[src/rtl/npc_unit.sv]
module npc_unit #(
  parameter logic [31:0] RESET_PC = 32'h0000_0000
) (
  input  logic        clk,
  input  logic        rst,
  input  logic        stall,
  input  logic [31:0] instr,
  input  logic [31:0] rs_val,
  input  logic [31:0] rt_val,
  output logic [31:0] pc,
  output logic [31:0] pc_next,
  output logic        link_we,
  output logic [31:0] link_data,
  output logic        jr_misalign
);

  localparam logic [5:0] OP_SPECIAL = 6'h00;
  localparam logic [5:0] OP_JMP     = 6'h02;
  localparam logic [5:0] OP_JMPLNK  = 6'h03;
  localparam logic [5:0] OP_BREQ    = 6'h04;
  localparam logic [5:0] OP_BRNE    = 6'h05;
  localparam logic [5:0] FN_JREG    = 6'h08;

  logic [5:0]  opc;
  logic [5:0]  fn;
  logic [31:0] pc_seq;
  logic [31:0] br_off;
  logic [31:0] br_tgt;
  logic [31:0] jmp_tgt;
  logic [31:0] reg_tgt;
  logic        ops_eq;
  logic        is_jreg;
  logic        br_take;

  assign opc     = instr[31:26];
  assign fn      = instr[5:0];
  assign pc_seq  = pc + 32'd4;
  assign br_off  = {{14{instr[15]}}, instr[15:0], 2'b00};
  assign br_tgt  = pc_seq + br_off;
  assign jmp_tgt = {pc_seq[31:28], instr[25:0], 2'b00};
  assign reg_tgt = {rs_val[31:2], 2'b00};
  assign ops_eq  = (rs_val == rt_val);
  assign is_jreg = (opc == OP_SPECIAL) && (fn == FN_JREG);
  assign br_take = ((opc == OP_BREQ) && ops_eq) || ((opc == OP_BRNE) && !ops_eq);

  always_comb begin
    if (is_jreg)
      pc_next = reg_tgt;
    else if ((opc == OP_JMP) || (opc == OP_JMPLNK))
      pc_next = jmp_tgt;
    else if (br_take)
      pc_next = br_tgt;
    else
      pc_next = pc_seq;
  end

  assign link_we     = (opc == OP_JMPLNK) && !stall;
  assign link_data   = pc_seq;
  assign jr_misalign = is_jreg && (rs_val[1:0] != 2'b00);

  always_ff @(posedge clk) begin
    if (rst)
      pc <= RESET_PC;
    else if (!stall)
      pc <= pc_next;
  end

endmodule

[config.mk]
export PLATFORM = sky130hd
export DESIGN_NAME = npc_unit
export DESIGN_NICKNAME = d
export VERILOG_FILES = /design/src/rtl/npc_unit.sv
export SDC_FILE = /design/constraint.sdc
export NUM_CORES = 1
export LEC_CHECK = 0
export CAP_MARGIN = 0
export CORE_MARGIN = 2
export CORE_UTILIZATION = 30
export DETAILED_ROUTE_END_ITERATION = 12
export HOLD_SLACK_MARGIN = 0.1
export PLACE_DENSITY = 0.65
export SLEW_MARGIN = 0
export SYNTH_ARGS = -nofsm -noshare
export SYNTH_HDL_FRONTEND = slang
export SYNTH_SLANG_ARGS = --single-unit
export TNS_END_PERCENT = 1
[constraint.sdc]
create_clock -name clk -period 4.3 [get_ports clk]
set_input_delay 0.645 -clock clk [delete_from_list [all_inputs] [get_ports clk]]
set_output_delay 0.645 -clock clk [all_outputs]
set_load 0.01 [all_outputs]
==> summary.md, run 1 <==
| Metric | Value |
|---|---|
| Status | finished, violations left |
| Failing checks | setup timing |
| Worst EP required | 3.65 ns |
| Starting Density | 0.304 |
| # setup viols final | 10 |
| Gate power share | 0.531 |
| Count of cell types in the netlist | 84 |
| Worst hold path type | reg -> reg |
| IO Count | between 150 and 200 |
| Hold Violations, Final | 0 |
| Peak supply drop | around 130 uV |
| Area Growth Syn to Fin | 85.2% |
| Worst-path fanout max | 5 |
| CP Class | reg -> out |
| NumNets Final | between 1000 and 1500 |
| H-tree depth | 2 |
| CTS Hold Bufs | 0 |
| Fmax | ~220 MHz |
| Most common cell in the netlist | nand2_1 |
| DR vias/cell | roughly 5.3 |
| CTS tree | built |
| Clk_lat worst skew | roughly 0.30 ns |
| Longest Clk Path Bufs | 2 |
| Largest reg by FF count | pc |
| Remaining DRCs | 0 |
| Fin. max-slew vios | 0 |
| Arrival @ worst endpoint | between 3 and 4 ns |
| Flop pwr share | 0.212 |
| Row cnt | 46 |
| Routed wire length | ~23000 microns |
| CP max stage delay | between 0.3 and 0.4 ns |
| Total power draw | ~0.0015 W |
| Global Route Usage Sum | 0.262 |
| Relative slew slack | 0.539 |
| Net Sw Frac | 0.356 |
| Routability Congestion | between 0.9 and 1 |
| Syn avg cell area | ~7.5 sq um |
| Clk pin slew, worst setup/hold paths | around 0.06 ns |
| Number of DRC markers in iteration 0 | 460 |
| Switching pwr | 0.000539 W |
| Max-cap violation count | 0 |
| CORE AREA | approximately 16000 sq um |
| PnR worst setup slack | -0.158 ns |
| Via Count | 6555 |
| Clk root buf | clkbuf_16 |
| Synth top area share | 0.134 |
| Port Buffers | ~200 |
| WL per Instance | around 19 microns |
| Post-DP HPWL | 18300 microns |
| Num CTS Buffers | 5 |
| Worst slack, placed | -0.493 ns |
| Final min period | 4.46 ns |
| Pre-antenna DRT Iters | 5 |
| Most used DFF post-synth | dfxtp_1 |
| Syn nets | 779 |
| Seq/Total Area, Yosys | 0.134 |
| Type of origin of the critical path | flop |
| Yosys Warn Count | 0 |
| Fin crit share | 1.04 |
| Register bit count reported by yosys | 32 |
| Initial antenna violation count | 1 |
| Async set-or-reset flop fraction in the synthesized netlist | 0 |
| DIE AREA | between 15000 and 20000 sq um |
| Vias in the first global route | about 6300 |
| Final core utilization | 0.563 |
| Post-DRT Antenna Nets | 0 |
| Pwr Density | ~170 nW/um^2 |
| Largest net degree at the start of global routing | 33 |
| Largest cells by area after synthesis | dfxtp_1 13%, xnor2_1 10%, ha_1 9.4% |
| Total gr overflow | 0 |
| Clock skew | between 0.006 and 0.007 ns |
| EDFF count, synth | 0 |
| Setup_tns | -0.807 ns |
| Max reg flops | 32 |
| # clock sinks | 32 |
| Crit path top cell by count | buf_6 |
| Top post-synthesis cells by count | 64 x nand2_1, 62 x nor2_1, 57 x xnor2_1, 36 x ha_1, 35 x a21oi_1 |
| Chip Width | between 100 and 150 microns |
| Leak | 4.04 nW |
| Synth area leader | dfxtp_1 |
| Pint | roughly 0.00098 W |
| Die Span Y | around 130 microns |
| Layout cells sized above 1 | 0.301 |
| Global-route wire length before repair | roughly 34000 microns |
| Hold WS | around 0.5 ns |
| Crit end category | output pin |
| CP cell instances | buf_6 > and3_4 > nand4_4 > buf_6 > xnor2_2 > ha_1 > a21o_1 > a21o_4 > a211oi_4 > buf_4 > o31ai_2 > o31a_1 > xnor2_1 > a211o_1 > nand2_1 > clkdlybuf4s15_2 |
| Syn Std Cell Area | around 4800 sq um |
| Slowest library cell on the worst path | dfxtp_2 |
| Least-Margin Pin Slew | roughly 0.69 ns |
| Syn Inst Count | ~640 |
| Clk pwr share | 0.257 |
| RSZ-0062 raised after global routing | yes |
| Regs by FF count | pc: 32 flops |
[area by class of cell]
| type | count | area, sq um |
|---|---|---|
| multi-input combinational | 564 | 4260 |
| fill | 1503 | 6900 |
| inverter | 12 | 45.0 |
| timing repair buffer | 399 | 3500 |
| tap | 216 | 270 |
| clock buffer | 8 | 146 |
| antenna | 1 | 2.50 |
| sequential | 32 | 646 |
[repair_timing]
action	4_1_cts	5_1_grt
endpoints found under the setup margin	29	28
pin swaps	20	30
gates resized for setup	74	61
buffers inserted	3	11
[logic make-up after synthesis]
group           count (synthesis)  synth area share
simple gates                  245             0.262
fa+ha+maj                      37            0.0982
buf+inv                        47            0.0460
compound gates                195             0.291
flops                          32             0.134
mux                             5            0.0107
xor+xnor                       82             0.159
[layout by cell type (no fill, tap or decap), types with 24 or more instances in the layout]
cell,instances
buf_4,196
clkdlybuf4s50_1,166
nand2_1,64
nor2_1,57
xnor2_1,49
ha_1,32
a21oi_1,29
nand3_1,28
dfxtp_1,28
o21a_1,27
o21ai_0,24
[worst paths after layout]
path         cells after the start     endpoint  slack [ns]   from
max                             16  pc_next[23]       -0.16  pc[5]
min                              1        pc[0]        0.51  pc[0]
max reg2reg                     16       pc[27]        0.57  pc[2]
min reg2reg                      1        pc[0]        0.51  pc[0]
[power groups by stage]
stage	clock [W]	sequential, W	combinational [W]
finish	0.000389	0.000322	0.000805
global route	0.000408	0.000323	0.000859
CTS	0.000394	0.000321	0.000780
detailed placement	0	0.000327	0.000766
global placement	0	0.000327	0.000764
floorplan	0	0.000343	0.000312
[through the flow]
| stage | instances | area [sq um] |
|---|---|---|
| floorplan | 643 | 4790 |
| global placement | 1209 | 8280 |
| detailed placement | 1209 | 8280 |
| CTS | 1220 | 8590 |
| global route | 1231 | 8870 |
| finish | 1232 | 8870 |
[metal layers]
| layer | global-route usage | wire length, microns | vias to the layer above |
|---|---|---|---|
| met4 | 0.0751 | 590 | 0 |
| met5 | 0 | 0 | - |
| met3 | 0.0399 | 1730 | 47 |
| li1 | - | - | 3111 |
| met2 | 0.431 | 10600 | 296 |
| met1 | 0.358 | 10300 | 3101 |
[worst max-delay path, delay by kind of cell (launching register included)]
family | cells | cell delay, ns
DFF | 1 | 0.36
adders and majority gates | 1 | 0.33
and+or+nand+nor | 3 | 0.42
xor gates and xnor gates | 2 | 0.28
AOI/OAI and AO/OA | 6 | 1.39
buffers and inverters | 4 | 0.72
Note: power is estimated with default switching activity, not from simulation.
==> run 2: changes to the inputs <==
--- a/config.mk
+++ b/config.mk
@@ -11,7 +11,6 @@
 export DETAILED_ROUTE_END_ITERATION = 12
 export HOLD_SLACK_MARGIN = 0.1
 export PLACE_DENSITY = 0.65
-export SLEW_MARGIN = 0
 export SYNTH_ARGS = -nofsm -noshare
 export SYNTH_HDL_FRONTEND = slang
 export SYNTH_SLANG_ARGS = --single-unit
==> results of run 2 <==
Final layout, timing and power as in run 1 (identical DEF).
==> run 3: changes to the inputs <==
--- a/config.mk
+++ b/config.mk
@@ -5,12 +5,13 @@
 export SDC_FILE = /design/constraint.sdc
 export NUM_CORES = 1
 export LEC_CHECK = 0
-export CAP_MARGIN = 0
+export CAP_MARGIN = 20
 export CORE_MARGIN = 2
-export CORE_UTILIZATION = 30
+export CORE_UTILIZATION = 41
 export DETAILED_ROUTE_END_ITERATION = 12
 export HOLD_SLACK_MARGIN = 0.1
-export PLACE_DENSITY = 0.65
+export PLACE_DENSITY = 0.83
+export SKIP_LAST_GASP = 1
 export SYNTH_ARGS = -nofsm -noshare
 export SYNTH_HDL_FRONTEND = slang
 export SYNTH_SLANG_ARGS = --single-unit
==> summary.md, run 3 (same netlist as run 1, synthesis figures left out) <==
| Metric | Value |
|---|---|
| Commonest non-fill, non-tap cells in the layout | 194 x buf_4, 180 x clkdlybuf4s50_1, 64 x nand2_1 |
| Total gr overflow | 0 |
| Max-cap violation count | 0 |
| Via Count | approximately 6700 |
| # clock sinks | 32 |
| Die Span Y | between 100 and 150 microns |
| Worst hold path type | reg -> reg |
| Clock skew | 0.00802 ns |
| Leak | 3.86 nW |
| Worst EP required | between 3 and 4 ns |
| Gate power share | 0.534 |
| Fmax | ~220 MHz |
| Routed wire length | 22400 microns |
| IO Count | a little under 200 |
| Flop pwr share | 0.214 |
| Area of the multi-input gates | around 4200 sq um |
| Post-DRT Antenna Nets | 0 |
| Max reg flops | 32 |
| DR vias/cell | slightly below 6 |
| FF+latch area | ~640 sq um |
| Relative slew slack | 0.558 |
| Pint | 0.000983 W |
| NumNets Final | around 1100 |
| Clk pin slew, worst setup/hold paths | roughly 0.060 ns |
| Worst-path fanout max | 4 |
| Regs by FF count | pc: 32 flops |
| # setup viols final | 17 |
| CTS Hold Bufs | 0 |
| Clk root buf | clkbuf_16 |
| RSZ-0062 raised after global routing | yes |
| Switching pwr | approximately 0.00053 W |
| Vias in the first global route | 6426 |
| Failing checks | setup timing |
| CORE AREA | ~11000 sq um |
| Area Growth Syn to Fin | 81.1% |
| Row cnt | 39 |
| Remaining DRCs | 0 |
| Fin. max-slew vios | 0 |
| H-tree depth | 2 |
| Commonest non-fill, non-tap cell in the layout | buf_4 |
| Hold Violations, Final | 0 |
| Net Sw Frac | 0.351 |
| Routability Congestion | roughly 0.97 |
| Arrival @ worst endpoint | between 3 and 4 ns |
| Fin crit share | 1.06 |
| Diode count | 0 |
| Longest Clk Path Bufs | 2 |
| PnR worst setup slack | -0.243 ns |
| Largest reg by FF count | pc |
| Number of DRC markers in iteration 0 | 682 |
| Peak supply drop | roughly 150 uV |
| WL per Instance | ~19 microns |
| Global-route wire length before repair | 32700 microns |
| Clk_lat worst skew | 0.28 ns |
| Layout cells sized above 1 | 0.285 |
| Final min period | around 4.5 ns |
| Starting Density | 0.420 |
| Pwr Density | 175 nW/um^2 |
| Least-Margin Pin Slew | 0.661 ns |
| Filler Cells Inserted | around 820 |
| Crit end category | output pin |
| Type of origin of the critical path | flop |
| Post-DP HPWL | 17100 microns |
| DIE AREA | between 10000 and 15000 sq um |
| CTS tree | built |
| Post-Place Cells | 1125 |
| Port Buffers | 196 |
| Chip Width | 112 microns |
| Worst slack, placed | -0.449 ns |
| CP Class | reg -> out |
| Pre-antenna DRT Iters | 5 |
| Hold WS | approximately 0.5 ns |
| Largest net degree at the start of global routing | 33 |
| Non-Filler Instances | approximately 1200 |
| Clk pwr share | 0.252 |
| Num CTS Buffers | 5 |
| Initial antenna violation count | 0 |
| Status | finished, violations left |
| Global Route Usage Sum | 0.326 |
==> run 3: changes by cell type in the layout (fill, tap and decap cells not counted), sizes merged <==
cell	before	now
buf	206	199
clkbuf	13	11
clkdlybuf4s15	3	1
clkdlybuf4s50	166	180
diode	1	0
dlygate4sd2	9	8
dlymetal6s2s	10	3
==> run 3: layout make-up <==
cell class | instances | area share
timing repair buffer | 394 | 0.399
multi-input combinational | 564 | 0.485
tap | 143 | 0.0206
sequential | 32 | 0.0741
clock buffer | 8 | 0.0169
inverter | 12 | 0.00519
==> run 3: final timing paths <==
kind	cells past startpoint	slack, ns	end	start
worst max-delay path	17	-0.24	pc_next[24]	pc[3]
worst min-delay path	1	0.50	pc[0]	pc[0]
worst max register to register	18	0.42	pc[27]	pc[3]
worst min register to register	1	0.50	pc[0]	pc[0]
==> run 3: metal layers <==
| layer | track usage | wire length (microns) |
|---|---|---|
| met5 | 0 | 0 |
| met2 | 0.556 | 10400 |
| met4 | 0.121 | 814 |
| met1 | 0.419 | 9150 |
| met3 | 0.0459 | 2010 |
==> run 3: critical path, cell delays in order, from the launching register on <==
cell	delay, ns
dfxtp_2	0.35
ha_4	0.16
and4_4	0.26
nand4_4	0.13
buf_6	0.17
nor2_2	0.13
xor2_2	0.24
ha_4	0.25
buf_4	0.15
nand3_1	0.10
nor2_1	0.07
o31ai_2	0.25
o41ai_2	0.14
or2_1	0.27
a211o_1	0.31
xor2_2	0.20
o21a_1	0.18
dlygate4sd2_1	0.28
==> run 3: what timing repair did <==
action	CTS	global route
endpoints found under the setup margin	28	30
gates resized for setup	39	51
setup buffers	7	13
pin swaps	18	27
==> run 3: power groups by stage <==
stage / Combinational, W / Clock, W / Sequential [W]
6_report: 0.000809 / 0.000382 / 0.000325
5_1_grt: 0.000859 / 0.000386 / 0.000326
4_1_cts: 0.000764 / 0.000377 / 0.000323
3_5_place_dp: 0.000747 / 0 / 0.000328
3_3_place_gp: 0.000740 / 0 / 0.000328
2_1_floorplan: 0.000312 / 0 / 0.000343
==> run 3: per-stage QoR <==
step | setup TNS (ns) | util | total power, W | area (sq um)
after floorplan | 0 | - | 0.000655 | 4790
after global placement | -4.68 | 0.711 | 0.00107 | 8120
after detailed placement | -5.54 | 0.711 | 0.00108 | 8120
after CTS | -3.44 | 0.734 | 0.00146 | 8380
after global routing | -5.16 | 0.760 | 0.00157 | 8680
final | -2.19 | 0.760 | 0.00152 | 8680
